[src/rtl/iob_pkg.sv]
package iob_pkg;

    typedef enum logic [1:0] {
        SPD_SLOW = 2'b00,
        SPD_MED  = 2'b01,
        SPD_FAST = 2'b10,
        SPD_SYNC = 2'b11
    } speed_e;

    typedef enum logic [1:0] {
        ST_IDLE      = 2'd0,
        ST_SYNC_WAIT = 2'd1,
        ST_STROBE    = 2'd2
    } state_e;

    typedef struct packed {
        logic   we;
        logic   wide;
        speed_e speed;
    } xfer_attr_t;

    function automatic int unsigned max3(input int unsigned a, input int unsigned b,
                                         input int unsigned c);
        int unsigned m;
        m = (a > b) ? a : b;
        return (m > c) ? m : c;
    endfunction

    // Nominal strobe width in system clocks; synchronous mode is edge-timed (0).
    function automatic int unsigned nominal_clks(input speed_e s, input int unsigned slow_c,
                                                 input int unsigned med_c,
                                                 input int unsigned fast_c);
        case (s)
            SPD_SLOW: return slow_c;
            SPD_MED:  return med_c;
            SPD_FAST: return fast_c;
            default:  return 0;
        endcase
    endfunction

endpackage

[src/rtl/iob_speed_decode.sv]
module iob_speed_decode
    import iob_pkg::*;
#(
    parameter int ADDR_W    = 24,
    parameter int SPEED_LSB = 19,
    parameter int SLOW_CLKS = 10,
    parameter int MED_CLKS  = 8,
    parameter int FAST_CLKS = 6,
    parameter int CNT_W     = 4
) (
    input  logic [ADDR_W-1:0] addr,
    output speed_e            speed,
    output logic [CNT_W-1:0]  width
);

    assign speed = speed_e'(addr[SPEED_LSB +: 2]);

    always_comb begin
        width = CNT_W'(nominal_clks(speed, SLOW_CLKS, MED_CLKS, FAST_CLKS));
    end

endmodule

[src/rtl/iob_edge_detect.sv]
module iob_edge_detect #(
    parameter int STAGES = 1
) (
    input  logic clk,
    input  logic rst,
    input  logic sig_in,
    output logic rise,
    output logic fall
);

    logic [STAGES-1:0] samp_q;
    logic              hist_q;
    logic              level;

    generate
        if (STAGES == 1) begin : g_single
            always_ff @(posedge clk) begin
                if (rst) samp_q <= '0;
                else     samp_q <= sig_in;
            end
        end else begin : g_chain
            always_ff @(posedge clk) begin
                if (rst) samp_q <= '0;
                else     samp_q <= {samp_q[STAGES-2:0], sig_in};
            end
        end
    endgenerate

    assign level = samp_q[STAGES-1];

    always_ff @(posedge clk) begin
        if (rst) hist_q <= 1'b0;
        else     hist_q <= level;
    end

    assign rise = level & ~hist_q;
    assign fall = ~level & hist_q;

endmodule

[src/rtl/iob_strobe_timer.sv]
module iob_strobe_timer #(
    parameter int CNT_W = 4
) (
    input  logic             clk,
    input  logic             rst,
    input  logic             load,
    input  logic [CNT_W-1:0] load_val,
    input  logic             run,
    input  logic             hold,
    output logic             last
);

    logic [CNT_W-1:0] cnt_q;

    always_ff @(posedge clk) begin
        if (rst) begin
            cnt_q <= '0;
        end else if (load) begin
            cnt_q <= load_val;
        end else if (run && !hold && cnt_q > CNT_W'(1)) begin
            cnt_q <= cnt_q - CNT_W'(1);
        end
    end

    assign last = run && !hold && (cnt_q == CNT_W'(1));

endmodule

[src/rtl/iob_cycle_fsm.sv]
module iob_cycle_fsm
    import iob_pkg::*;
#(
    parameter int ADDR_W = 24,
    parameter int DATA_W = 16
) (
    input  logic              clk,
    input  logic              rst,
    input  logic              req,
    input  logic              req_we,
    input  logic              req_wide,
    input  logic [ADDR_W-1:0] req_addr,
    input  logic [DATA_W-1:0] req_wdata,
    input  speed_e            req_speed,
    input  logic              bclk_rise,
    input  logic              bclk_fall,
    input  logic              stretch,
    input  logic              timer_last,
    input  logic [DATA_W-1:0] io_din,
    output logic              accept,
    output logic              strobe_run,
    output logic              ready,
    output logic [DATA_W-1:0] rdata,
    output logic              io_strobe_n,
    output logic [ADDR_W-1:0] io_addr,
    output logic              io_we,
    output logic              io_wide,
    output logic [DATA_W-1:0] io_dout,
    output logic              io_oe
);

    localparam int NARROW_W = DATA_W / 2;

    state_e     state_q;
    xfer_attr_t attr_q;
    logic       strobe_end;

    function automatic logic [DATA_W-1:0] size_mask(input logic [DATA_W-1:0] v,
                                                    input logic wide);
        return wide ? v : {{(DATA_W-NARROW_W){1'b0}}, v[NARROW_W-1:0]};
    endfunction

    assign accept     = (state_q == ST_IDLE) && req && !ready;
    assign strobe_run = (state_q == ST_STROBE);
    assign strobe_end = strobe_run &&
                        ((attr_q.speed == SPD_SYNC) ? (bclk_fall && !stretch) : timer_last);

    assign io_we   = attr_q.we;
    assign io_wide = attr_q.wide;

    always_ff @(posedge clk) begin
        if (rst) begin
            state_q     <= ST_IDLE;
            attr_q      <= '{we: 1'b0, wide: 1'b0, speed: SPD_SLOW};
            ready       <= 1'b0;
            rdata       <= '0;
            io_strobe_n <= 1'b1;
            io_addr     <= '0;
            io_dout     <= '0;
            io_oe       <= 1'b0;
        end else begin
            ready <= 1'b0;
            case (state_q)
                ST_IDLE: begin
                    if (accept) begin
                        attr_q  <= '{we: req_we, wide: req_wide, speed: req_speed};
                        io_addr <= req_addr;
                        io_dout <= size_mask(req_wdata, req_wide);
                        if (req_speed == SPD_SYNC) begin
                            state_q <= ST_SYNC_WAIT;
                        end else begin
                            state_q     <= ST_STROBE;
                            io_strobe_n <= 1'b0;
                            io_oe       <= req_we;
                        end
                    end
                end
                ST_SYNC_WAIT: begin
                    if (bclk_rise) begin
                        state_q     <= ST_STROBE;
                        io_strobe_n <= 1'b0;
                        io_oe       <= attr_q.we;
                    end
                end
                ST_STROBE: begin
                    if (strobe_end) begin
                        state_q     <= ST_IDLE;
                        io_strobe_n <= 1'b1;
                        io_oe       <= 1'b0;
                        ready       <= 1'b1;
                        if (!attr_q.we) rdata <= size_mask(io_din, attr_q.wide);
                    end
                end
                default: state_q <= ST_IDLE;
            endcase
        end
    end

endmodule

[src/rtl/iob_cycle_gen.sv]
module iob_cycle_gen
    import iob_pkg::*;
#(
    parameter int ADDR_W      = 24,
    parameter int DATA_W      = 16,
    parameter int SPEED_LSB   = 19,
    parameter int SLOW_CLKS   = 10,
    parameter int MED_CLKS    = 8,
    parameter int FAST_CLKS   = 6,
    parameter int BCLK_STAGES = 1
) (
    input  logic              clk,
    input  logic              rst,
    input  logic              req,
    input  logic              req_we,
    input  logic              req_wide,
    input  logic [ADDR_W-1:0] req_addr,
    input  logic [DATA_W-1:0] req_wdata,
    output logic              ready,
    output logic [DATA_W-1:0] rdata,
    input  logic              bclk,
    input  logic              stretch,
    output logic              io_strobe_n,
    output logic [ADDR_W-1:0] io_addr,
    output logic              io_we,
    output logic              io_wide,
    output logic [DATA_W-1:0] io_dout,
    output logic              io_oe,
    input  logic [DATA_W-1:0] io_din
);

    localparam int MAX_CLKS = int'(max3(SLOW_CLKS, MED_CLKS, FAST_CLKS));
    localparam int CNT_W    = $clog2(MAX_CLKS + 1);

    speed_e           dec_speed;
    logic [CNT_W-1:0] dec_width;
    logic             bclk_rise;
    logic             bclk_fall;
    logic             accept;
    logic             strobe_run;
    logic             timer_last;

    iob_speed_decode #(
        .ADDR_W   (ADDR_W),
        .SPEED_LSB(SPEED_LSB),
        .SLOW_CLKS(SLOW_CLKS),
        .MED_CLKS (MED_CLKS),
        .FAST_CLKS(FAST_CLKS),
        .CNT_W    (CNT_W)
    ) u_decode (
        .addr (req_addr),
        .speed(dec_speed),
        .width(dec_width)
    );

    iob_edge_detect #(
        .STAGES(BCLK_STAGES)
    ) u_bclk_edge (
        .clk   (clk),
        .rst   (rst),
        .sig_in(bclk),
        .rise  (bclk_rise),
        .fall  (bclk_fall)
    );

    iob_strobe_timer #(
        .CNT_W(CNT_W)
    ) u_timer (
        .clk     (clk),
        .rst     (rst),
        .load    (accept),
        .load_val(dec_width),
        .run     (strobe_run),
        .hold    (stretch),
        .last    (timer_last)
    );

    iob_cycle_fsm #(
        .ADDR_W(ADDR_W),
        .DATA_W(DATA_W)
    ) u_fsm (
        .clk        (clk),
        .rst        (rst),
        .req        (req),
        .req_we     (req_we),
        .req_wide   (req_wide),
        .req_addr   (req_addr),
        .req_wdata  (req_wdata),
        .req_speed  (dec_speed),
        .bclk_rise  (bclk_rise),
        .bclk_fall  (bclk_fall),
        .stretch    (stretch),
        .timer_last (timer_last),
        .io_din     (io_din),
        .accept     (accept),
        .strobe_run (strobe_run),
        .ready      (ready),
        .rdata      (rdata),
        .io_strobe_n(io_strobe_n),
        .io_addr    (io_addr),
        .io_we      (io_we),
        .io_wide    (io_wide),
        .io_dout    (io_dout),
        .io_oe      (io_oe)
    );

endmodule

[config.mk]
export PLATFORM = sky130hd
export DESIGN_NAME = iob_cycle_gen
export DESIGN_NICKNAME = d
export VERILOG_FILES = /design/src/rtl/iob_pkg.sv /design/src/rtl/iob_speed_decode.sv /design/src/rtl/iob_edge_detect.sv /design/src/rtl/iob_strobe_timer.sv /design/src/rtl/iob_cycle_fsm.sv /design/src/rtl/iob_cycle_gen.sv
export SDC_FILE = /design/constraint.sdc
export NUM_CORES = 1
export LEC_CHECK = 0
export BUFFER_PORTS_ARGS = -buffer_cell sky130_fd_sc_hd__buf_2
export CAP_MARGIN = 20
export CORE_AREA = 2 2 103 80
export DETAILED_ROUTE_END_ITERATION = 16
export DIE_AREA = 0 0 105 82
export PLACE_DENSITY = 0.66
export SLEW_MARGIN = 20
export SYNTH_ARGS = -nofsm -noshare
export SYNTH_HDL_FRONTEND = slang
export SYNTH_HIERARCHICAL = 1
export SYNTH_SLANG_ARGS = --single-unit
[constraint.sdc]
create_clock -name clk -period 5.55 [get_ports clk]
set_input_delay 0.2775 -clock clk [delete_from_list [all_inputs] [get_ports clk]]
set_output_delay 0.2775 -clock clk [all_outputs]
set_load 0.005 [all_outputs]
Word-level counts from Yosys, hierarchy flattened
Index checks and enable logic that the tools add are counted.
{"block": "classes", "add_sub_neg": 1, "multipliers": 0, "div": 0, "n_lt_le_gt_ge": 1, "n_eq_ne": 11, "n_shift": 0, "muxes": 22, "n_bitwise": 6, "reduce_logical": 18}
{"op": "2-to-1 mux 16 bit", "n": 2}
{"op": "one-hot mux 4 bit (3 select lines)", "n": 1}
{"op": "2-to-1 mux 1 bit", "n": 10}
{"op": "equality test 2 bit (second input constant)", "n": 4}
{"op": "2-to-1 mux 2 bit", "n": 4}
{"op": "2-to-1 mux 4 bit", "n": 2}
{"op": "!= test 2 bit (second input constant)", "n": 4}
{"op": "logical AND 1 bit", "n": 7}
{"op": "one-hot mux 1 bit (3 select lines)", "n": 2}
{"op": "one-hot mux 2 bit (3 select lines)", "n": 1}
{"op": "AND reduction 3 bit", "n": 2}
{"op": "AND reduction 5 bit", "n": 1}
{"op": "equality test 2 x 1 -> 1 bit (second input constant)", "n": 2}
{"op": "equality test 4 x 1 -> 1 bit (second input constant)", "n": 1}
{"op": "> comparator 4 x 1 -> 1 bit (second input constant)", "n": 1}
{"op": "logical NOT 2 bit", "n": 2}
{"op": "NOT 1 bit", "n": 4}
{"op": "subtractor 4 x 1 -> 4 bit (second input constant)", "n": 1}
{"op": "nonzero test 3 bit", "n": 1}
{"op": "bitwise AND 1 bit", "n": 2}
{"op": "logical NOT 1 bit", "n": 2}
{"op": "AND reduction 2 bit", "n": 1}
{"op": "nonzero test 2 bit", "n": 1}
{"op": "OR reduction 2 bit", "n": 1}
{"block": "totals", "reg_bits": 71, "latch_bits": 0, "ramBits": 0, "rom_bits": 0, "in_bits": 63, "output_inout_bits": 61, "word_cells": 72, "memories": 0}

Logic depth before layout (Yosys ltp)
Gate-level depths: netlist of the first run.
{"block": "depth", "depth_word": 7, "mapped_depth": 9}

Cells and area by module
The synthesis of the first run kept the hierarchy.
{"mod": "iob_cycle_fsm", "instances": 1, "cells_per_inst": 305, "area_each_um2": 2492.4, "seq_area_each_um2": 1301.2}
{"mod": "iob_strobe_timer", "instances": 1, "cells_per_inst": 35, "area_each_um2": 292.8, "seq_area_each_um2": 80.1}
{"mod": "iob_edge_detect", "instances": 1, "cells_per_inst": 6, "area_each_um2": 65.1, "seq_area_each_um2": 40.0}
{"mod": "iob_speed_decode", "instances": 1, "cells_per_inst": 7, "area_each_um2": 47.5, "seq_area_each_um2": 0.0}

Least setup slack after synthesis of the first run
No wires, ideal clock.
{"block": "synth_timing", "kind": "reg2reg", "start": "reg u_fsm.state_q[0]", "end": "reg u_fsm.rdata[3]", "t_arrival_ps": 1945, "required_ps": 5418, "slack_ps": 3472, "stages_incl_launch_ff": 10, "synth_period_minus_slack_ps": 2078, "cell_sequence": "dfxtp_1 > inv_1 > ha_1 > nor2b_1 > and3_1 > a21bo_2 > a211o_2 > clkbuf_8 > nand2_1 > a21oi_1"}
{"block": "synth_between", "elab_chain_len": 6}
{"item": "start, declared", "line": "iob_cycle_fsm.sv:34", "rtl": "state_e state_q;"}
{"item": "start signal, assigned", "line": "iob_cycle_fsm.sv:53", "rtl": "state_q <= ST_IDLE;"}
{"item": "start signal, assigned", "line": "iob_cycle_fsm.sv:70", "rtl": "state_q <= ST_SYNC_WAIT;"}
{"item": "start signal, assigned", "line": "iob_cycle_fsm.sv:72", "rtl": "state_q <= ST_STROBE;"}
{"item": "equality test 2 bit", "line": "iob_cycle_fsm.sv:44", "rtl": "assign strobe_run = (state_q == ST_STROBE);"}
{"item": "net strobe_run", "line": "iob_cycle_gen.sv:40", "rtl": "logic strobe_run;"}
{"item": "logical AND 1 bit (2 in a row)", "line": "iob_strobe_timer.sv:25", "rtl": "assign last = run && !hold && (cnt_q == CNT_W'(1));"}
{"item": "net timer_last", "line": "iob_cycle_gen.sv:41", "rtl": "logic timer_last;"}
{"item": "2-to-1 mux 1 bit", "line": "iob_cycle_fsm.sv:46", "rtl": "((attr_q.speed == SPD_SYNC) ? (bclk_fall && !stretch) : timer_last);"}
{"item": "logical AND 1 bit", "line": "iob_cycle_fsm.sv:45", "rtl": "assign strobe_end = strobe_run &&"}
{"item": "AND reduction 3 bit (no source line)"}
{"item": "end signal, assigned", "line": "iob_cycle_fsm.sv:91", "rtl": "if (!attr_q.we) rdata <= size_mask(io_din, attr_q.wide);"}
{"item": "end, declared", "line": "iob_cycle_fsm.sv:23", "rtl": "output logic [DATA_W-1:0] rdata,"}
The timed path passes the listed nets, and every way through them passes these cells.
A chain may end at the register's enable or synchronous reset.

Worst setup path in the final report of the first run
{"block": "layout_timing", "start": "reg u_fsm.state_q[0]", "end": "reg u_fsm.rdata[10]"}
Same word-level chain as after synthesis.

==> results of run 1 <==
-- metrics by stage --
step	util	cell area, um2	cells	power (mW)
after floorplan	-	2900	353	0.852
after global placement	0.461	3520	560	0.964
after detailed placement	0.461	3520	560	0.969
after CTS	0.491	3750	576	1.44
after global routing	0.491	3750	576	1.52
final	0.491	3750	576	1.42
-- worst paths after layout --
kind	startpoint	endpoint	slack, ps
worst max-delay path	u_fsm/state_q[0]$_SDFFE_PP0P_	u_fsm/rdata[10]$_SDFFE_PP0P_	3050
worst min-delay path	bclk	u_bclk_edge/level$_SDFF_PP0_	150
worst max register to register	u_fsm/state_q[0]$_SDFFE_PP0P_	u_fsm/rdata[10]$_SDFFE_PP0P_	3050
worst min register to register	u_fsm/io_dout[11]$_SDFFE_PP0P_	u_fsm/io_dout[11]$_SDFFE_PP0P_	450
-- layout make-up --
class | instances | area [um2]
clock buffers | 10 | 138
clock inverters | 6 | 91.3
fillers | 785 | 3890
inverters | 11 | 41.3
multi-input cells | 248 | 1300
flip-flops and latches | 71 | 1420
well taps | 105 | 131
repair buffers | 125 | 631
-- flip-flops by register name, summed over array words and instances, names as in the netlist --
| signal | flops |
|---|---|
| u_fsm/io_strobe_n | 1 |
| u_fsm/ready | 1 |
| u_fsm/io_addr | 24 |
| u_fsm/io_wide | 1 |
| u_fsm/attr_q | 2 |
| u_fsm/io_we | 1 |
| u_bclk_edge/hist_q | 1 |
| u_fsm/io_dout | 16 |
| u_timer/cnt_q | 4 |
| u_fsm/state_q | 2 |
| u_fsm/io_oe | 1 |
| u_fsm/rdata | 16 |
| u_bclk_edge/level | 1 |
-- cells in the final DEF, fill, tap and decap left out, types with 2 or more instances in the layout --
master,n
sky130_fd_sc_hd__ha_1,6
sky130_fd_sc_hd__nand2b_1,4
sky130_fd_sc_hd__inv_1,10
sky130_fd_sc_hd__or4b_1,2
sky130_fd_sc_hd__mux2i_1,2
sky130_fd_sc_hd__dfxtp_1,71
sky130_fd_sc_hd__nor3_1,2
sky130_fd_sc_hd__buf_4,2
sky130_fd_sc_hd__buf_2,123
sky130_fd_sc_hd__bufinv_16,2
sky130_fd_sc_hd__inv_6,2
sky130_fd_sc_hd__a21oi_1,63
sky130_fd_sc_hd__clkbuf_8,10
sky130_fd_sc_hd__or3_1,2
sky130_fd_sc_hd__o311ai_0,2
sky130_fd_sc_hd__o21ai_0,2
sky130_fd_sc_hd__nor2_1,5
sky130_fd_sc_hd__nand3b_1,3
sky130_fd_sc_hd__nand3_1,18
sky130_fd_sc_hd__nor2b_1,8
sky130_fd_sc_hd__o31a_1,2
sky130_fd_sc_hd__and2_1,2
sky130_fd_sc_hd__nand2_1,108
-- where the power goes --
part	switching, mW	internal (mW)
Clock	0.197	0.268
Sequential	0.0412	0.573
Combinational	0.201	0.142
Total	0.439	0.983
-- metal layers --
metal | vias up | share of wire | GRT usage
met3 | 6 | 0.089 | 0.0762
met5 | - | 0 | 0
met4 | 0 | 0.0068 | 0.0440
met1 | 1216 | 0.46 | 0.204
li1 | 1396 | - | -
met2 | 115 | 0.45 | 0.277
-- critical path, cell delays in order, from the launching register on --
cell and delay, ps:
sky130_fd_sc_hd__dfxtp_1 340, sky130_fd_sc_hd__inv_1 90, sky130_fd_sc_hd__ha_1 230, sky130_fd_sc_hd__nor2b_1 330, sky130_fd_sc_hd__and3_1 250, sky130_fd_sc_hd__a21bo_2 270
sky130_fd_sc_hd__a211oi_4 610, sky130_fd_sc_hd__nand3_1 160, sky130_fd_sc_hd__a21oi_1 160
-- logic make-up (layout without fill, tap and decap cells) --
group / count (synthesis) / after routing / share of synthesized area
multiplexers: 3 / 3 / 0.0121
adder cells (fa/ha/maj): 6 / 6 / 0.0259
AO/OA/AOI/OAI: 79 / 79 / 0.161
AND/OR/NAND/NOR: 159 / 159 / 0.248
flip-flops: 71 / 71 / 0.490
other: 1 / 1 / 0.00129
buffers and inverters: 34 / 152 / 0.0617
==> summary.md, run 1 <==
| Metric | Value |
|---|---|
| Outcome | `finished clean` |
| Final estimated routing congestion in global placement | `just over 0.8` |
| Synth top cells by count | `108 x sky130_fd_sc_hd__nand2_1, 71 x sky130_fd_sc_hd__dfxtp_1, 63 x sky130_fd_sc_hd__a21oi_1` |
| DRT antenna net count | `0` |
| H-tree lvl count | `3` |
| Antenna Cells | `0` |
| Number of DRC markers after the initial detailed-route iteration | `141` |
| Number of buffers added for setup after CTS | `0` |
| Clk_lat worst skew | `approximately 340 ps` |
| Fraction of final layout cells with drive strength greater than 1 | `0.316` |
| Worst-path clk slew | `80 ps` |
| Detailed Route WL | `roughly 7400 um` |
| Mapped cell area | `approximately 0.0029 mm2` |
| Length of the first detailed-routing pass in iterations | `4` |
| Peak clock frequency supported by timing | `0.399 GHz` |
| Worst path arrival time | `between 2000 and 3000 ps` |
| Fraction of post-synthesis cell area in the top cell type by area | `0.491` |
| Wire length per cell after detailed routing | `12.8 um` |
| Minimum setup slack after placement | `3060 ps` |
| Pin count of the biggest net entering global routing | `between 70 and 80` |
| RSZ-0062 raised after global routing | `no` |
| Largest cells by area after synthesis | `sky130_fd_sc_hd__dfxtp_1 49%, sky130_fd_sc_hd__nand2_1 14%, sky130_fd_sc_hd__a21oi_1 11%` |
| Final worst-path cycle share | `0.451` |
| Number of cells produced by synthesis | `around 350` |
| Die X | `105 um` |
| Rel. slew slack | `0.418` |
| Number of CTS-inserted buffers | `9` |
| Initial antenna violation count | `0` |
| Kind of end point of the critical path | `flip-flop` |
| Warnings from Yosys | `6` |
| Total of max-cap violations | `0` |
| Clk sinks | `about 70` |
| Post-synth cell types | `42` |
| Most used DFF post-synth | `sky130_fd_sc_hd__dfxtp_1` |
| Final count of hold timing violations | `0` |
| Most common cell in the synthesized netlist | `sky130_fd_sc_hd__nand2_1` |
| Number of buffers inserted by hold repair at cts | `0` |
| Initial Utilization | `0.379` |
| Final worst path period need | `between 2000 and 3000 ps` |
| Via count of the first global-routing pass | `approximately 2600` |
| Final WS setup | `between 3000 and 4000 ps` |
| Class of the tightest hold or removal check | `in2reg` |
| I/O pin cnt | `124` |
| Synthesized area divided by synthesized cell count | `between 8 and 9 um2` |
| Vias after detailed routing | `approximately 2700` |
| Total leakage power | `about 1.7 nW` |
| VDD IR max | `roughly 0.16 mV` |
| WP data required | `between 5000 and 6000 ps` |
| Slew at the pin closest to its max-slew limit | `between 800 and 900 ps` |
| Crit-path max FO | `16` |
| Clock buffer depth | `2` |
| Share of flip-flops with an asynchronous set or reset after synthesis | `0` |
| Final total negative setup slack | `0 ps` |
| R2R depth | `8` |
| Post-Synthesis Net Count | `around 420` |
| Clock tree from TritonCTS | `yes` |
| Resized cells post-CTS | `0` |
| Number of enable-type register cells in the synthesized netlist | `0` |
| Largest area contributor in the synthesized netlist | `sky130_fd_sc_hd__dfxtp_1` |
| Port Buffers | `123` |
| Die Ht | `approximately 82 um` |
| Std-Cell Core Area | `~0.0076 mm2` |
| Kind of critical path | `reg2reg` |
| Synthesis-stage register bit count | `71` |
| Worst clock skew | `roughly 8.9 ps` |
| Worst-case hold slack | `roughly 150 ps` |
| Detailed-route DRC error count | `0` |
| Number of nets at the end of the flow | `535` |
| Critical path launch point type | `flip-flop` |
| Hold depth | `2` |
| Total gr overflow | `0` |
| Power density relative to cell area | `379 mW/mm2` |
| Layout-stage area growth over the synthesis result | `29.4%` |
| Library cell used as clock root buffer | `sky130_fd_sc_hd__clkbuf_8` |
| Max-slew violations | `0` |
| HPWL Detailed | `between 4000 and 5000 um` |
| Total routing resource utilization after global routing | `0.169` |
| First-pass GRT wire length | `approximately 12000 um` |
| Floorplan die area | `0.00861 mm2` |
| Sequential area share after synthesis | `0.491` |
| Vias per cell | `4.74` |
| Std cell rows | `28` |
| Final Setup Violations | `0` |
Note: power is estimated with default switching activity, not from simulation.
==> run 2: changes to the inputs <==
ABC_AREA = 1   (was unset)
CORE_AREA = 2 2 105 82   (was 2 2 103 80)
DIE_AREA = 0 0 107 84   (was 0 0 105 82)
PLACE_DENSITY = 0.68   (was 0.66)
clock period = 2.3 ns   (was 5.55 ns; I/O delays follow)
==> run 2 against run 1 <==
Effect of this change:
- routed wire length is 6.8% higher
- highest routed layer unchanged
- first-iteration DRC count is 8.5% lower
- critical path type unchanged
- power grew to 2.8 times the previous value
- critical path depth is 2 higher
- die area is 4.4% higher
==> summary.md, run 2 <==
| Metric | Value |
|---|---|
| Class of the tightest hold or removal check | `in2reg` |
| Die X | `107 um` |
| Warnings from Yosys | `6` |
| Vias per cell | `4.64` |
| VDD IR max | `just under 0.5 mV` |
| Final total negative setup slack | `0 ps` |
| Clock buffer depth | `2` |
| Total of max-cap violations | `0` |
| Cell Chain, Critical Path | `inv_1, ha_1, inv_1, nor2_2, and3_2, nand2_1, nand2_4, nand3_4, nand2_1, a21oi_1` |
| I/O pin cnt | `between 100 and 150` |
| Number of cells produced by synthesis | `404` |
| Std-Cell Core Area | `0.00809 mm2` |
| Crit-path max FO | `19` |
| Number of buffers added for setup after CTS | `0` |
| Slew at the pin closest to its max-slew limit | `around 760 ps` |
| Post-Synthesis Net Count | `about 470` |
| Total gr overflow | `0` |
| Fraction of synthesized cell area in xor and xnor cells | `0` |
| Combinational family with the most area after synthesis | `simple AND/OR/NAND/NOR gates` |
| Wire length per cell after detailed routing | `between 10 and 15 um` |
| Total leakage power | `between 2 and 2.5 nW` |
| Sequential cell area in the final layout | `around 0.0014 mm2` |
| Via count of the first global-routing pass | `around 2900` |
| Layout-stage area growth over the synthesis result | `35.1%` |
| Most used cells in the layout excluding fill and tap cells | `123 x sky130_fd_sc_hd__buf_2, 94 x sky130_fd_sc_hd__nor2_1, 71 x sky130_fd_sc_hd__dfxtp_1` |
| Worst clock skew | `around 12 ps` |
| Die Ht | `between 80 and 90 um` |
| Most used DFF post-synth | `sky130_fd_sc_hd__dfxtp_1` |
| Largest cells by area after synthesis | `sky130_fd_sc_hd__dfxtp_1 47%, sky130_fd_sc_hd__nor2_1 12%, sky130_fd_sc_hd__nand2_1 6.8%` |
| Synthesized area divided by synthesized cell count | `~7.5 um2` |
| Total routing resource utilization after global routing | `0.181` |
| Synthesis-stage register bit count | `71` |
| Outcome | `finished clean` |
| Clock tree from TritonCTS | `yes` |
| Share of flip-flops with an asynchronous set or reset after synthesis | `0` |
| Critical path origin | `u_fsm/state_q[0]$_SDFFE_PP0P_` |
| Pin count of the biggest net entering global routing | `46` |
| Number of enable-type register cells in the synthesized netlist | `0` |
| Number of fillers in the final layout | `slightly below 800` |
| Length of the first detailed-routing pass in iterations | `4` |
| Largest regs | `u_fsm/io_addr x24, u_fsm/io_dout x16, u_fsm/rdata x16` |
| Worst r2r src | `u_fsm/state_q[0]$_SDFFE_PP0P_` |
| Mapped cell area | `0.00302 mm2` |
| Delay contributed by the slowest stage of the critical path | `330 ps` |
| Max-slew violations | `0` |
| Fraction of final layout cells with drive strength greater than 1 | `0.283` |
| Kind of critical path | `reg2reg` |
| Post-synth cell types | `27` |
| Port Buffers | `~120` |
| Largest area contributor in the synthesized netlist | `sky130_fd_sc_hd__dfxtp_1` |
| Worst path arrival time | `approximately 2100 ps` |
| Std cell rows | `29` |
| Number of CTS-inserted buffers | `9` |
| Final Setup Violations | `0` |
| Largest register FFs | `24` |
| Detailed-route DRC error count | `0` |
| Fraction of post-synthesis cell area in the top cell type by area | `0.470` |
| Register name with the most flops | `u_fsm/io_addr` |
| Final Core Density | `0.505` |
| H-tree lvl count | `3` |
| Clk sinks | `slightly above 70` |
| Share of cell area taken by muxes after synthesis | `0` |
| Kind of end point of the critical path | `flip-flop` |
| Detailed Route WL | `just under 8000 um` |
| Power density relative to cell area | `967 mW/mm2` |
| Final worst path period need | `between 1500 and 2000 ps` |
| Antenna Cells | `0` |
| Startpoint of the most critical hold path | `req_wdata[5]` |
| Final count of hold timing violations | `0` |
| HPWL Detailed | `4990 um` |
| Worst-path clk slew | `roughly 70 ps` |
| Sequential area share after synthesis | `0.470` |
| Buffers and inverters on the worst path | `2` |
| Simple-gate share of the synthesized area | `0.285` |
| Clk_lat worst skew | `340 ps` |
| Resized cells post-CTS | `0` |
| Number of buffers inserted by hold repair at cts | `26` |
| Synth top cells by count | `94 x sky130_fd_sc_hd__nor2_1, 71 x sky130_fd_sc_hd__dfxtp_1, 55 x sky130_fd_sc_hd__nand2_1` |
| Most common cell in the synthesized netlist | `sky130_fd_sc_hd__nor2_1` |
| Initial Utilization | `0.374` |
| Post-Synth Adder-Cell Area | `0.0248` |
| DRT antenna net count | `0` |
| Floorplan die area | `about 0.009 mm2` |
| Number of nets at the end of the flow | `approximately 610` |
| Number of DRC markers after the initial detailed-route iteration | `around 130` |
| Area occupied by multi-input gates | `roughly 0.0013 mm2` |
| RSZ-0062 raised after global routing | `no` |
| Initial antenna violation count | `0` |
| First-pass GRT wire length | `roughly 13000 um` |
| Library cell used as clock root buffer | `sky130_fd_sc_hd__clkbuf_8` |
| Slowest cell on crit path | `sky130_fd_sc_hd__dfxtp_1` |
| Final estimated routing congestion in global placement | `approximately 0.84` |
| Critical path launch point type | `flip-flop` |
| Final worst-path cycle share | `0.818` |
| WP data required | `roughly 2500 ps` |
| Rel. slew slack | `0.494` |
| Most frequent standard cell in the layout excluding fill and tap cells | `sky130_fd_sc_hd__buf_2` |
| Delay-heaviest family, CP | `simple AND/OR/NAND/NOR gates` |
| Synthesized-area fraction occupied by ao, oa, aoi and oai cells | `0.115` |
| Peak clock frequency supported by timing | `about 0.53 GHz` |
| Vias after detailed routing | `3036` |
run 2: cell count changes in the layout (fill, tap and decap cells not counted), sizes merged, moves of 3 or more:
| cell | previous run | this run |
|---|---|---|
| nor2 | 5 | 98 |
| nand2 | 108 | 59 |
| o21ai | 2 | 38 |
| a21oi | 63 | 29 |
| dlygate4sd3 | 0 | 26 |
| inv | 13 | 36 |
| nand4 | 0 | 21 |
| nor2b | 9 | 0 |
| nand2b | 4 | 0 |
| nand3b | 3 | 0 |
run 2: final timing paths:
kind	end	slack, ps	cells past startpoint
max	u_fsm/rdata[14]$_SDFFE_PP0P_	420	10
min	u_fsm/io_dout[5]$_SDFFE_PP0P_	10	3
max reg2reg	u_fsm/rdata[14]$_SDFFE_PP0P_	420	10
min reg2reg	u_bclk_edge/hist_q$_SDFF_PP0_	460	2
run 2: worst min-delay path, cell delays in order:
cell and delay [ps]:
sky130_fd_sc_hd__buf_2 80, sky130_fd_sc_hd__nor2_1 40, sky130_fd_sc_hd__nor2_1 80
run 2: through the flow:
step	setup slack (ps)	hold WS, ps	power, mW	instance area [um2]	instances
after floorplan	591	186	2.50	3020	404
after global placement	506	336	2.84	3620	613
after detailed placement	432	343	2.87	3620	613
after CTS	405	1.18	3.98	4080	655
after global routing	230	3.48	4.25	4080	655
final	419	14.5	3.95	4080	655
run 2: area by class of cell:
| type | instances | share of cell area |
|---|---|---|
| Inverter | 36 | 0.0337 |
| Clock inverter | 4 | 0.0172 |
| Clock buffer | 12 | 0.0331 |
| Tap cell | 108 | 0.0331 |
| Sequential cell | 71 | 0.348 |
| Multi-Input combinational cell | 272 | 0.315 |
| Timing Repair Buffer | 152 | 0.220 |
run 2: kinds of logic after synthesis:
| group | count (synthesis) |
|---|---|
| AOI/OAI and AO/OA | 68 |
| adders and majority gates | 6 |
| buffers and inverters | 61 |
| DFF | 71 |
| other | 1 |
| and+or+nand+nor | 197 |
run 2: layer usage:
metal,wire length [um],share of wire,GRT usage
met1,3570,0.45,0.219
met2,3690,0.47,0.294
met3,536,0.068,0.0781
met4,85,0.011,0.0460
met5,0,0,0
run 2: report_power, final:
group,internal [mW],switching (mW)
clock network,0.609,0.437
registers,1.48,0.144
logic,0.482,0.792
==> run 3: changes to the inputs <==
PLACE_DENSITY = 0.66   (was 0.68)
clock period = 1.75 ns   (was 2.3 ns; I/O delays follow)
==> run 3 against run 2 <==
Effect of this change:
- clock-buffer cell count is 1 lower
- clock power is 18% higher
- hold slack better by 6.0 ps
- global-route usage is 1.2 points higher
- first-iteration DRC count is 11% higher
- power is 32% higher
- critical path depth stayed put
- combinational power is 45% higher
- maximum frequency is 15% higher
- critical endpoint is now u_fsm/rdata[12]$_SDFFE_PP0P_
- highest routed layer unchanged
==> summary.md, run 3 (synthesized netlist as in run 2, its figures left out) <==
| Metric | Value |
|---|---|
| Worst r2r src | `u_fsm/state_q[0]$_SDFFE_PP0P_` |
| Detailed Route WL | `~8500 um` |
| Die X | `roughly 110 um` |
| Final Core Density | `0.532` |
| Power density relative to cell area | `approximately 1200 mW/mm2` |
| Worst-path clk slew | `about 80 ps` |
| Min-Delay Endpoint | `u_fsm/rdata[0]$_SDFFE_PP0P_` |
| Outcome | `finished clean` |
| Floorplan die area | `around 0.009 mm2` |
| H-tree lvl count | `3` |
| Final Setup Violations | `0` |
| Met1 Routed Length | `3770 um` |
| Die Ht | `~84 um` |
| DRT antenna net count | `0` |
| Worst-case hold slack | `between 20 and 25 ps` |
| Initial Utilization | `0.374` |
| Final total negative setup slack | `0 ps` |
| Largest regs | `u_fsm/io_addr x24, u_fsm/io_dout x16, u_fsm/rdata x16` |
| Vias per cell | `4.69` |
| Layout-stage area growth over the synthesis result | `42.5%` |
| Worst path arrival time | `about 1900 ps` |
| Final count of hold timing violations | `0` |
| R2R depth | `10` |
| Reg-to-reg setup timing slack | `~110 ps` |
| Total leakage power | `roughly 2.1 nW` |
| Via count of the first global-routing pass | `~3000` |
| Peak clock frequency supported by timing | `between 0.6 and 0.7 GHz` |
| Crit-path max FO | `6` |
| Register name with the most flops | `u_fsm/io_addr` |
| Startpoint of the most critical hold path | `io_din[0]` |
| Cell area reported after detailed placement | `around 0.0037 mm2` |
| Std cell rows | `29` |
| Met2 wire len | `approximately 4200 um` |
| Library cell used as clock root buffer | `sky130_fd_sc_hd__clkbuf_8` |
| Length of the first detailed-routing pass in iterations | `4` |
| Kind of critical path | `reg2reg` |
| Detailed-route DRC error count | `0` |
| Vias after detailed routing | `3184` |
| Initial antenna violation count | `0` |
| Slew at the pin closest to its max-slew limit | `between 500 and 600 ps` |
| Critical path launch point type | `flip-flop` |
| Number of DRC markers after the initial detailed-route iteration | `roughly 140` |
| Total of max-cap violations | `0` |
| Kind of end point of the critical path | `flip-flop` |
| HPWL Detailed | `approximately 5300 um` |
| Final estimated routing congestion in global placement | `around 0.80` |
| WP data required | `2010 ps` |
| Max-slew violations | `0` |
| Final worst path period need | `around 1600 ps` |
| Hold depth | `3` |
| Clock tree from TritonCTS | `yes` |
| Most frequent standard cell in the layout excluding fill and tap cells | `sky130_fd_sc_hd__buf_2` |
| Number of nets at the end of the flow | `636` |
| Destination of the worst register-to-register timing path | `u_fsm/rdata[12]$_SDFFE_PP0P_` |
| Total routing resource utilization after global routing | `0.192` |
| Wire length on met3 | `about 470 um` |
| Wire length per cell after detailed routing | `between 10 and 15 um` |
| Number of CTS-inserted buffers | `9` |
| Largest register FFs | `24` |
| Worst clock skew | `~7 ps` |
| Total non-filler cell area in the finished layout | `about 0.0043 mm2` |
| Antenna Cells | `0` |
| Clock buffer depth | `2` |
| Pin count of the biggest net entering global routing | `39` |
| VDD IR max | `between 0.6 and 0.7 mV` |
| Final worst-path cycle share | `0.936` |
| Clk sinks | `71` |
| Fraction of final layout cells with drive strength greater than 1 | `0.301` |
| Std-Cell Core Area | `0.00809 mm2` |
| I/O pin cnt | `roughly 120` |
| Rel. slew slack | `0.631` |
| Uppermost signal routing layer after detailed routing | `met4` |
| Most used cells in the layout excluding fill and tap cells | `123 x sky130_fd_sc_hd__buf_2, 94 x sky130_fd_sc_hd__nor2_1, 70 x sky130_fd_sc_hd__dfxtp_1` |
| Port Buffers | `about 120` |
| First-pass GRT wire length | `about 14000 um` |
| Class of the tightest hold or removal check | `in2reg` |
| Clk_lat worst skew | `340 ps` |
| Total gr overflow | `0` |
==> run 3: how the worst max path moves through the flow <==
| stage | from | to | slack (ps) | cells past startpoint |
|---|---|---|---|---|
| after floorplan | u_fsm/state_q[0]$_SDFFE_PP0P_ | u_fsm/rdata[0]$_SDFFE_PP0P_ | 40 | 11 |
| after global placement | u_fsm/state_q[0]$_SDFFE_PP0P_ | u_fsm/rdata[3]$_SDFFE_PP0P_ | 120 | 10 |
| after detailed placement | u_fsm/state_q[0]$_SDFFE_PP0P_ | u_fsm/rdata[4]$_SDFFE_PP0P_ | 10 | 10 |
| after CTS | u_fsm/state_q[0]$_SDFFE_PP0P_ | u_fsm/rdata[14]$_SDFFE_PP0P_ | 40 | 10 |
| after global routing | u_fsm/state_q[0]$_SDFFE_PP0P_ | u_fsm/rdata[12]$_SDFFE_PP0P_ | -40 | 10 |
| final | u_fsm/state_q[0]$_SDFFE_PP0P_ | u_fsm/rdata[12]$_SDFFE_PP0P_ | 110 | 10 |
==> run 3: metrics by stage <==
stage,cells,setup WS (ps),power [mW]
6_report,679,113,5.23
5_1_grt,679,-38.7,5.62
4_1_cts,673,36.3,5.22
3_5_place_dp,619,10.1,3.87
3_3_place_gp,619,122,3.82
2_1_floorplan,404,40.8,3.29
==> run 3: report_power, final <==
group,internal [mW],total (mW),leakage [nW],switching [mW]
clock network,0.647,1.24,0.0892,0.596
logic,0.753,1.84,1.46,1.09
registers,1.95,2.14,0.583,0.188
total,3.35,5.23,2.14,1.87
==> run 3: final cells by class <==
class                      instances  area, um2
tap                              108        135
clock buffer                      11        131
fill                             769       3780
timing repair buffer             175       1110
sequential                        71       1420
multi-input combinational        274       1320
inverter                          36        138
clock inverter                     4       47.5
==> run 3: repair_timing <==
item | in CTS | in global routing
hold buffers | 38 | 0
setup endpoints to repair | 1 | 39
gates cloned | 1 | 1
setup buffers | 0 | 5
endpoints found under the hold margin | 38 | 0
pin swaps | 0 | 5
resized for setup | 0 | 6
==> run 3: per-layer routing <==
metal,track usage,up-vias
met5,0,-
met1,0.238,1447
met4,0.0708,0
li1,-,1622
met2,0.317,104
met3,0.0562,11
==> run 3: worst max-delay path, cell delays in order, from the launching register on <==
cell	delay, ps
sky130_fd_sc_hd__dfxtp_2	340
sky130_fd_sc_hd__inv_2	70
sky130_fd_sc_hd__ha_1	160
sky130_fd_sc_hd__inv_1	50
sky130_fd_sc_hd__nor2_2	80
sky130_fd_sc_hd__and3_2	180
sky130_fd_sc_hd__nand2_2	100
sky130_fd_sc_hd__nand2_4	150
sky130_fd_sc_hd__buf_4	140
sky130_fd_sc_hd__nand4_1	100
sky130_fd_sc_hd__a21oi_1	190
